File: config.mk
export PLATFORM = sky130hd
export DESIGN_NAME = oe_drive_ctrl
export DESIGN_NICKNAME = d
export VERILOG_FILES = /design/src/rtl/oe_drive_pkg.sv /design/src/rtl/oe_drive_dec.sv /design/src/rtl/oe_drive_pipe.sv /design/src/rtl/oe_drive_ctrl.sv
export SDC_FILE = /design/constraint.sdc
export NUM_CORES = 1
export LEC_CHECK = 0
export BUFFER_PORTS_ARGS = -buffer_cell sky130_fd_sc_hd__buf_2
export CAP_MARGIN = 20
export CORE_AREA = 4 4 41 43
export DETAILED_ROUTE_END_ITERATION = 12
export DIE_AREA = 0 0 45 47
export MAX_ROUTING_LAYER = met4
export PLACE_DENSITY = 0.37
export SETUP_SLACK_MARGIN = 0.15
export SYNTH_ARGS = -nofsm -noshare
export SYNTH_HDL_FRONTEND = slang
export SYNTH_SLANG_ARGS = --single-unit
File: constraint.sdc
create_clock -name clk -period 1.1 [get_ports clk]
set_input_delay 0.11 -clock clk [delete_from_list [all_inputs] [get_ports clk]]
set_output_delay 0.11 -clock clk [all_outputs]
set_load 0.005 [all_outputs]
File: src/rtl/oe_drive_pkg.sv
package oe_drive_pkg;

  // Kind of command held in a pipeline stage
  typedef enum logic [1:0] {
    OP_IDLE  = 2'd0,
    OP_READ  = 2'd1,
    OP_WRITE = 2'd2
  } opKind_e;

  // Strobes from the command decoder to the pipeline datapath
  typedef struct packed {
    logic    advance;   // accept the command on this edge
    opKind_e nextOp;    // kind entering the address stage
  } pipeStrobe_t;

endpackage

File: src/rtl/oe_drive_dec.sv
module oe_drive_dec
  import oe_drive_pkg::*;
(
  input  logic        hold,
  input  logic        cmdSel,
  input  logic        cmdWe,
  input  logic        cmdAdv,
  input  opKind_e     lastOp,
  output pipeStrobe_t strobe
);

  opKind_e loadOp;
  opKind_e burstOp;

  // A fresh command comes from select and write inputs
  always_comb begin
    if (!cmdSel)     loadOp = OP_IDLE;
    else if (cmdWe)  loadOp = OP_WRITE;
    else             loadOp = OP_READ;
  end

  // A burst continuation inherits the last accepted kind
  assign burstOp = lastOp;

  always_comb begin
    strobe.advance = !hold;
    strobe.nextOp  = cmdAdv ? burstOp : loadOp;
  end

endmodule

File: src/rtl/oe_drive_pipe.sv
module oe_drive_pipe
  import oe_drive_pkg::*;
(
  input  logic        clk,
  input  logic        rst_n,
  input  pipeStrobe_t strobe,
  input  logic        outEnN,
  output opKind_e     lastOp,
  output logic        driveEn,
  output logic        wrDataPhase
);

  opKind_e addrStage;
  opKind_e dataStage;
  logic    prevDataIdle;
  logic    syncDrive;

  // Pipeline: address stage -> data stage, plus history bit
  always_ff @(posedge clk or negedge rst_n) begin
    if (!rst_n) begin
      addrStage    <= OP_IDLE;
      dataStage    <= OP_IDLE;
      prevDataIdle <= 1'b1;
    end else if (strobe.advance) begin
      addrStage    <= strobe.nextOp;
      dataStage    <= addrStage;
      prevDataIdle <= (dataStage == OP_IDLE);
    end
  end

  assign lastOp = addrStage;

  // Registered part of the decision, then the asynchronous gate
  assign syncDrive   = (dataStage == OP_READ) && !prevDataIdle;
  assign driveEn     = syncDrive && !outEnN;
  assign wrDataPhase = (dataStage == OP_WRITE);

endmodule

File: src/rtl/oe_drive_ctrl.sv
module oe_drive_ctrl
  import oe_drive_pkg::*;
(
  input  logic clk,
  input  logic rst_n,
  input  logic hold,
  input  logic cmdSel,
  input  logic cmdWe,
  input  logic cmdAdv,
  input  logic outEnN,
  output logic driveEn,
  output logic wrDataPhase
);

  pipeStrobe_t strobe;
  opKind_e     lastOp;

  oe_drive_dec u_dec (
    .hold   (hold),
    .cmdSel (cmdSel),
    .cmdWe  (cmdWe),
    .cmdAdv (cmdAdv),
    .lastOp (lastOp),
    .strobe (strobe)
  );

  oe_drive_pipe u_pipe (
    .clk         (clk),
    .rst_n       (rst_n),
    .strobe      (strobe),
    .outEnN      (outEnN),
    .lastOp      (lastOp),
    .driveEn     (driveEn),
    .wrDataPhase (wrDataPhase)
  );

endmodule

==> impl_metrics.py, run 1 <==
metrics = {
    "place": {
        "portBuffers": 8,
        "finalWeightedCongestion": 0.552,
        "pre_cts_ws_ns": 0.187,
        "place_inst": 40,
    },
    "final_layout": {
        "drive_gt1_share_pct": 54.8,
        "num-nets-final": 39,
        "finalNonFillerCells": 46,
        "diodes": 0,
        "syn_to_final_growth_pct": 42.9,
    },
    "detailed_routing": {
        "wl_um": 452,
        "drc": 0,
        "wl_per_cell_um": 9.83,
        "viasPerCell": 4.00,
        "vias": 184,
        "dr.pass1.iters": 4,
        "drtAntennaViolNets": 0,
        "drt-initial-drc-count": 5,
    },
    "yosys": {
        "ys_types": 11,
        "synth-seq-cells": 5,
        "synthTopCellsByArea": "dfrtp_1, dfstp_2, mux2_2",
        "synthFlopType": "dfrtp_1",
        "synth_common_cells": "dfrtp_1, mux2_2, nand2_1, o21ai_0, o31ai_1",
        "synth_warnings": 0,
        "seq_area_frac_synth_pct": 55.5,
        "syn_nets": 25,
        "ys_async_sr_fraction_pct": 100,
        "synth_most_common_cell": "dfrtp_1",
        "synth-edff-count": 0,
        "avgSynthCellArea_um2": 12.7,
        "synth_top_area_cell": "dfrtp_1",
        "synth_area_um2": 228,
        "synth_top_area_share_pct": 44.0,
        "synth_cells": 18,
    },
    "setup_path": {
        "path_class": "reg -> out",
        "worstPathMaxFanout": 3,
        "cp.arrival_ns": 0.98,
        "cpMaxStageDelayCell": "dfrtp_1",
        "cp_slowest_stage_delay_ns": 0.39,
        "cp_num_buf_inv": 1,
        "required_ns": 0.99,
        "cp-end-kind": "output port",
        "cp_top_family": "flip-flops",
        "path_cells": "nor4b_2, buf_2",
        "start_kind": "register",
    },
    "floorplan": {
        "core_mm2": 0.00130,
        "initial_core_util_pct": 17.5,
        "io_pins": 9,
        "row_count": 13,
        "die-area_mm2": 0.00212,
        "die_h_um": 47,
        "die_x_um": 45,
    },
    "sta": {
        "hold_viol": 0,
        "grt_setup_unrepaired": "yes",
        "timing.hold.ws_ns": 0.0620,
        "drv_slew": 0,
        "setup_viol": 0,
        "finalCritPeriodShare_pct": 99.0,
        "fin_worst_skew_ns": 0.00267,
        "fmax_ghz": 0.919,
        "period_needed_ns": 1.09,
        "worstMarginPinSlew_ns": 0.223,
        "worst_slack_ns": 0.0115,
        "slew-limit-headroom_pct": 84.9,
    },
    "power": {
        "peakVddDrop_mv": 0.545,
        "p_per_area_mw_per_mm2": 1600,
        "p_leak_nw": 0.158,
    },
    "clocking": {
        "ctsLongestPathBuffers": 2,
        "cts_tree": "built",
        "cts_sinks": 5,
        "cts.clk_slew.worst_paths_ns": 0.05,
        "h-tree-depth": 1,
        "cts-root-buf": "clkbuf_4",
        "cts_inserted_buffers": 3,
        "clkLatencyLatePin_ns": 0.24,
    },
    "global_route": {
        "antenna_found_initial": 0,
        "grt_max_degree": 9,
        "grt-ovfl-total": 0,
        "grt_pass1_wl_um": 738,
        "grt_pass1_vias": 186,
        "track_usage_pct": 5.58,
    },
    "run_status": {
        "status": "finished, final reports clean",
    },
    "flow_run": {
        "drv_cap": 0,
    },
    "min_path": {
        "worst_hold_path_type": "in -> reg",
    },
}
## stage by stage
stage          setup TNS (ns)  area, µm²  total power [W]  utilization, %
3_5_place_dp                0        275         0.000296            21.2
5_1_grt               -0.0438        325         0.000556            25.0
2_1_floorplan               0        228         0.000268               -
6_report                    0        325         0.000522            25.0
3_3_place_gp                0        275         0.000293            21.2
4_1_cts                     0        325         0.000535            25.0
## cell type report
type	instances	area, µm²
fill	151	976
sequential	5	126
multi-input combinational	11	92.6
timing repair buffer	10	57.6
clock buffer	4	26.3
tap	15	18.8
inverter	1	3.75
## flip-flops by register name, summed over array words and instances (netlist names)
signal               count
u_pipe.dataStage         2
u_pipe.prevDataIdle      1
u_pipe.lastOp            2
## cells in the final DEF (no fill, tap or decap), drive strengths merged
| cell | netlist | final |
|---|---|---|
| buf | 1 | 9 |
| clkbuf | 0 | 4 |
| dfrtp | 4 | 4 |
| dfstp | 1 | 1 |
| dlygate4sd3 | 0 | 1 |
| inv | 1 | 1 |
| mux2 | 2 | 2 |
| nand2 | 2 | 2 |
| nor2b | 1 | 1 |
| nor4b | 1 | 1 |
| o21ai | 2 | 2 |
| o31ai | 2 | 2 |
| o41ai | 1 | 1 |
## metal layers
layer,part of all wire [%],track usage (%),vias up
met2,35,6.78,12
met3,18,5.75,0
li1,-,-,90
met4,0,1.75,0
met5,0,-,-
met1,47,6.00,82
## power by group
group	switching (W)	internal, W	leakage [nW]
logic	0.0000301	0.0000442	0.0801
clock network	0.0000782	0.000137	0.0150
registers	0.0000176	0.000214	0.0629
total	0.000126	0.000396	0.158
## worst register-to-register path: stages (launching register included)
cell and delay [ns]:
dfrtp_1 0.39, buf_4 0.14, mux2_2 0.25
## path summary, 6_finish.rpt
| path | depth (start not counted) | slack (ns) | endpoint | startpoint |
|---|---|---|---|---|
| hold reg to reg | 1 | 0.48 | u_pipe.prevDataIdle$_DFFE_PN1N_ | u_pipe.dataStage[0]$_DFFE_PN0N_ |
| setup reg to reg | 2 | 0.20 | u_pipe.dataStage[1]$_DFFE_PN0N_ | u_pipe.dataStage[1]$_DFFE_PN0N_ |
| min in group asynchronous | 2 | 0.21 | u_pipe.dataStage[0]$_DFFE_PN0N_ | rst_n |
| hold / removal | 2 | 0.06 | u_pipe.lastOp[0]$_DFFE_PN0P_ | cmdWe |
| setup / recovery | 2 | 0.01 | driveEn | u_pipe.dataStage[1]$_DFFE_PN0N_ |
| max in group asynchronous | 2 | 0.68 | u_pipe.prevDataIdle$_DFFE_PN1N_ | rst_n |
## what timing repair did
action / in CTS / in global routing
setup endpoints to repair: 2 / 2
hold buffers: 1 / 0
pin swaps: 1 / 0
buffers inserted: 1 / 0
hold endpoints to repair: 5 / 0
gates resized for setup: 1 / 0
## cell families (layout without fill, tap and decap cells)
logic type / after synthesis / in the layout / synth area share (%)
flops: 5 / 5 / 55.5
buf+inv: 2 / 15 / 6.59
mux: 2 / 2 / 9.89
compound gates: 5 / 5 / 18.1
simple gates: 4 / 4 / 9.89
(Power assumes the default switching activity.)
==> inputs of run 2 (changes only) <==
--- a/config.mk
+++ b/config.mk
@@ -12,6 +12,7 @@
 export DIE_AREA = 0 0 45 47
 export MAX_ROUTING_LAYER = met4
 export PLACE_DENSITY = 0.37
+export REMOVE_ABC_BUFFERS = 1
 export SETUP_SLACK_MARGIN = 0.15
 export SYNTH_ARGS = -nofsm -noshare
 export SYNTH_HDL_FRONTEND = slang
==> constraint.sdc (replaced) <==
create_clock -name clk -period 1.3 [get_ports clk]
set_input_delay 0.13 -clock clk [delete_from_list [all_inputs] [get_ports clk]]
set_output_delay 0.13 -clock clk [all_outputs]
set_load 0.005 [all_outputs]
==> run 2 against run 1 <==
Compared with the run above:
- sequential power shrank 16%
- hold slack gained 0.020 ns
- non-clock buffer count is the same
- sequential cell count is the same
- combinational power shrank 15%
- clock-buffer cell count is the same
==> impl_metrics.py, run 2 (synthesized netlist as in run 1, its figures left out) <==
metrics = {
    "run_status": {
        "status": "finished, final reports clean",
    },
    "setup_path": {
        "cp.arrival_ns": 0.99,
        "worstPathMaxFanout": 3,
        "cpMaxStageDelayCell": "dfrtp_1",
        "required_ns": 1.17,
        "cp_top_family": "flip-flops",
        "path_class": "reg -> out",
        "cp_num_buf_inv": 1,
        "start_kind": "register",
        "cp-end-kind": "output port",
        "cp_slowest_stage_delay_ns": 0.39,
        "path_cells": "nor4b_2, buf_2",
    },
    "clocking": {
        "cts_inserted_buffers": 3,
        "ctsLongestPathBuffers": 2,
        "cts-root-buf": "clkbuf_4",
        "cts.clk_slew.worst_paths_ns": 0.04,
        "cts_tree": "built",
        "clkLatencyLatePin_ns": 0.24,
        "cts_sinks": 5,
        "h-tree-depth": 1,
    },
    "detailed_routing": {
        "viasPerCell": 3.96,
        "drtAntennaViolNets": 0,
        "wl_per_cell_um": 10.2,
        "vias": 182,
        "drt-initial-drc-count": 2,
        "drc": 0,
        "wl_um": 469,
        "dr.pass1.iters": 3,
    },
    "final_layout": {
        "num-nets-final": 39,
        "finalNonFillerCells": 46,
        "nFillCells": 154,
        "syn_to_final_growth_pct": 42.9,
        "final_common_cell": "buf_2",
        "diodes": 0,
        "drive_gt1_share_pct": 54.8,
        "mostFrequentLayoutCells": "buf_2, dfrtp_1, clkbuf_4",
    },
    "power": {
        "p_per_area_mw_per_mm2": 1350,
        "peakVddDrop_mv": 0.429,
        "clockPowerShare_pct": 40.9,
        "switchingPower_w": 0.000103,
        "p_sw_share_pct": 23.5,
        "p_comb_share_pct": 14.4,
        "power_frac_seq_pct": 44.7,
        "p_leak_nw": 0.158,
        "p_int_w": 0.000335,
    },
    "floorplan": {
        "die-area_mm2": 0.00212,
        "initial_core_util_pct": 17.5,
        "die_h_um": 47,
        "io_pins": 9,
        "row_count": 13,
        "core_mm2": 0.00130,
        "die_x_um": 45,
    },
    "sta": {
        "hold_viol": 0,
        "fin_worst_skew_ns": 0.00198,
        "worstMarginPinSlew_ns": 0.208,
        "fmax_ghz": 0.893,
        "drv_slew": 0,
        "slew-limit-headroom_pct": 86.0,
        "grt_setup_unrepaired": "yes",
        "setup_viol": 0,
        "tns_ns": 0,
        "finalCritPeriodShare_pct": 86.2,
        "period_needed_ns": 1.12,
    },
    "global_route": {
        "antenna_found_initial": 0,
        "track_usage_pct": 6.15,
        "grt_max_degree": 9,
        "grt-ovfl-total": 0,
        "grt_pass1_wl_um": 814,
        "grt_pass1_vias": 195,
    },
    "place": {
        "portBuffers": 8,
        "finalWeightedCongestion": 0.620,
        "place_inst": 40,
    },
    "flow_run": {
        "drv_cap": 0,
    },
    "min_path": {
        "worst_hold_path_type": "in -> reg",
    },
}
run 2: cell counts in the layout (fill, tap and decap cells not counted):
Identical to the previous run, type by type.
run 2: cell type report:
type,count,area (µm²),area share [%]
clock buffer,4,26.3,8.08
inverter,1,3.75,1.15
multi-input combinational,11,92.6,28.5
sequential,5,126,38.8
tap,15,18.8,5.77
timing repair buffer,10,57.6,17.7
run 2: worst reg2reg max path: stages, from the launching register on:
cell and delay (ns):
dfrtp_1 0.39, buf_4 0.14, mux2_2 0.25
run 2: power groups by stage:
stage	registers (W)	logic [W]	clock network (W)
floorplan	0.000193	0.0000283	0
global placement	0.000196	0.0000521	0
detailed placement	0.000196	0.0000535	0
CTS	0.000195	0.0000639	0.000187
global route	0.000197	0.0000727	0.000195
finish	0.000196	0.0000629	0.000179
run 2: final timing paths:
check / slack, ns / cells past startpoint / endpoint / from
max in group asynchronous: 0.85 / 2 / u_pipe.prevDataIdle$_DFFE_PN1N_ / rst_n
hold / removal: 0.08 / 2 / u_pipe.lastOp[0]$_DFFE_PN0P_ / cmdWe
hold reg to reg: 0.47 / 1 / u_pipe.prevDataIdle$_DFFE_PN1N_ / u_pipe.dataStage[0]$_DFFE_PN0N_
min in group asynchronous: 0.23 / 2 / u_pipe.dataStage[1]$_DFFE_PN0N_ / rst_n
setup reg to reg: 0.40 / 2 / u_pipe.dataStage[1]$_DFFE_PN0N_ / u_pipe.dataStage[1]$_DFFE_PN0N_
setup / recovery: 0.18 / 2 / driveEn / u_pipe.dataStage[1]$_DFFE_PN0N_
run 2: per-layer routing:
metal  global-route usage, %  part of all wire, %
met1                    6.68                   50
met2                    7.06                   33
met3                    2.30                  9.8
met4                    8.77                  7.2
met5                       -                    0
run 2: per-stage QoR:
step	power [W]	util, %	instance area (µm²)	setup slack (ns)	hold WS [ns]
6_report	0.000438	25.0	325	0.180	0.0818
5_1_grt	0.000465	25.0	325	0.126	0.0837
4_1_cts	0.000446	25.0	325	0.191	0.0767
3_5_place_dp	0.000250	21.2	275	0.362	-0.0489
3_3_place_gp	0.000248	21.2	275	0.367	-0.0478
2_1_floorplan	0.000221	-	216	0.451	-0.166
run 2: timing repair:
| action | 4_1_cts | 5_1_grt |
|---|---|---|
| endpoints found under the setup margin | 1 | 1 |
| resized for setup | 1 | 0 |
| hold buffers | 1 | 0 |
| setup buffers | 1 | 0 |
| hold endpoints to repair | 5 | 0 |
| pin swaps | 1 | 0 |
==> inputs of run 3 (changes only) <==
--- a/config.mk
+++ b/config.mk
@@ -12,6 +12,7 @@
 export DIE_AREA = 0 0 45 47
 export MAX_ROUTING_LAYER = met4
 export PLACE_DENSITY = 0.37
+export RECOVER_POWER = 25
 export REMOVE_ABC_BUFFERS = 1
 export SETUP_SLACK_MARGIN = 0.15
 export SYNTH_ARGS = -nofsm -noshare
==> run 3 against run 2 <==
Compared with the run above:
- register-to-register slack about the same
- die area is the same
- first-iteration DRC count unchanged
- critical path depth did not move
- via count decreased by 1.1%
- critical path type unchanged
- largest cell class unchanged
==> impl_metrics.py, run 3 (synthesized netlist as in run 1, its figures left out) <==
metrics = {
    "power": {
        "clockPowerShare_pct": 40.9,
        "p_int_w": 0.000334,
        "p_per_area_mw_per_mm2": 1350,
        "p_sw_share_pct": 23.5,
        "peakVddDrop_mv": 0.428,
        "switchingPower_w": 0.000103,
        "power_frac_seq_pct": 44.8,
        "design_power_total_w": 0.000437,
        "p_comb_share_pct": 14.3,
        "p_leak_nw": 0.155,
    },
    "detailed_routing": {
        "wl_met2_um": 152,
        "wl_per_cell_um": 10.2,
        "viasPerCell": 3.91,
        "wl_um": 471,
        "routed.top_layer": "met4",
        "dr_wl_met3_um": 46,
        "vias": 180,
        "drtAntennaViolNets": 0,
        "dr.pass1.iters": 3,
        "wl_met1_um": 238,
        "drt-initial-drc-count": 2,
        "drc": 0,
    },
    "place": {
        "pre_cts_ws_ns": 0.362,
        "portBuffers": 8,
        "finalWeightedCongestion": 0.620,
        "place_inst": 40,
    },
    "clocking": {
        "cts-root-buf": "clkbuf_4",
        "h-tree-depth": 1,
        "cts_sinks": 5,
        "cts_tree": "built",
        "cts_inserted_buffers": 3,
        "clkLatencyLatePin_ns": 0.24,
        "cts.clk_slew.worst_paths_ns": 0.04,
        "ctsLongestPathBuffers": 2,
    },
    "final_layout": {
        "diodes": 0,
        "fin_util_pct": 24.9,
        "drive_gt1_share_pct": 51.6,
        "mostFrequentLayoutCells": "buf_2, dfrtp_1, clkbuf_4",
        "finalNonFillerCells": 46,
        "num-nets-final": 39,
        "final_common_cell": "buf_2",
        "nFillCells": 155,
        "syn_to_final_growth_pct": 42.3,
    },
    "setup_path": {
        "endpoint": "driveEn",
        "r2r_slack_ns": 0.40,
        "crit_start": "u_pipe.dataStage[1]$_DFFE_PN0N_",
        "path_class": "reg -> out",
        "cp-end-kind": "output port",
        "r2r_start": "u_pipe.dataStage[1]$_DFFE_PN0N_",
        "required_ns": 1.17,
        "r2r-end": "u_pipe.dataStage[1]$_DFFE_PN0N_",
        "worstPathMaxFanout": 3,
        "start_kind": "register",
        "worst-r2r-cell-count": 2,
        "cp.arrival_ns": 0.99,
    },
    "global_route": {
        "grt-ovfl-total": 0,
        "grt_max_degree": 9,
        "antenna_found_initial": 0,
        "track_usage_pct": 6.15,
        "grt_pass1_vias": 195,
        "grt_pass1_wl_um": 814,
    },
    "sta": {
        "fin_worst_skew_ns": 0.00198,
        "slew-limit-headroom_pct": 81.4,
        "drv_slew": 0,
        "tns_ns": 0,
        "worstMarginPinSlew_ns": 0.279,
        "finalCritPeriodShare_pct": 86.0,
        "hold_viol": 0,
        "period_needed_ns": 1.12,
        "fmax_ghz": 0.895,
        "grt_setup_unrepaired": "yes",
        "worst_slack_ns": 0.182,
        "setup_viol": 0,
    },
    "floorplan": {
        "io_pins": 9,
        "initial_core_util_pct": 17.5,
        "core_mm2": 0.00130,
        "row_count": 13,
        "die_h_um": 47,
        "die_x_um": 45,
        "die-area_mm2": 0.00212,
    },
    "min_path": {
        "worst_hold_path_type": "in -> reg",
    },
    "flow_run": {
        "drv_cap": 0,
    },
    "run_status": {
        "status": "finished, final reports clean",
    },
}
[run 3: cell count changes in the layout (fill, tap and decap cells not counted)]
cell      previous run  this run
buf_2                8         7
clkbuf_1             1         2
[run 3: worst min-delay path by stage]
stage               startpoint                               to  slack (ns)  depth (start not counted)
floorplan                rst_n  u_pipe.dataStage[0]$_DFFE_PN0N_       -0.17                          0
global placement         rst_n  u_pipe.dataStage[0]$_DFFE_PN0N_       -0.05                          1
detailed placement       rst_n  u_pipe.dataStage[0]$_DFFE_PN0N_       -0.05                          1
CTS                      cmdWe     u_pipe.lastOp[0]$_DFFE_PN0P_        0.08                          2
global route             cmdWe     u_pipe.lastOp[0]$_DFFE_PN0P_        0.08                          2
finish                   cmdWe     u_pipe.lastOp[0]$_DFFE_PN0P_        0.08                          2
[run 3: final cells by class]
cell class | instances | area [µm²] | share of cell area, %
well taps | 15 | 18.8 | 5.79
repair buffers | 10 | 56.3 | 17.4
multi-input cells | 11 | 92.6 | 28.6
inverters | 1 | 3.75 | 1.16
flip-flops and latches | 5 | 126 | 39.0
clock buffers | 4 | 26.3 | 8.11
[run 3: stage by stage]
| stage | area [µm²] | hold slack (ns) |
|---|---|---|
| after floorplan | 216 | -0.166 |
| after global placement | 275 | -0.0478 |
| after detailed placement | 275 | -0.0489 |
| after CTS | 325 | 0.0767 |
| after global routing | 324 | 0.0837 |
| final | 324 | 0.0820 |
[run 3: power by group through the flow]
stage	sequential, W	clock, W	combinational [W]
floorplan	0.000193	0	0.0000283
global placement	0.000196	0	0.0000521
detailed placement	0.000196	0	0.0000535
CTS	0.000195	0.000187	0.0000639
global route	0.000197	0.000195	0.0000720
finish	0.000196	0.000179	0.0000624
[run 3: timing repair]
item	4_1_cts	5_1_grt
hold buffers	1	0
setup buffers	1	0
endpoints found under the hold margin	5	0
endpoints found under the setup margin	1	1
pin swaps	1	0
gates resized for setup	1	0
[run 3: worst max-delay path, cell delays in order, from the launching register on]
cell     delay, ns
dfrtp_1       0.39
nor4b_2       0.20
buf_2         0.15
[run 3: layer usage]
metal  track usage [%]  vias up
li1                  -       90
met1              6.68       75
met2              7.06       11
met3              2.30        4
met4              8.77        0
met5                 -        -
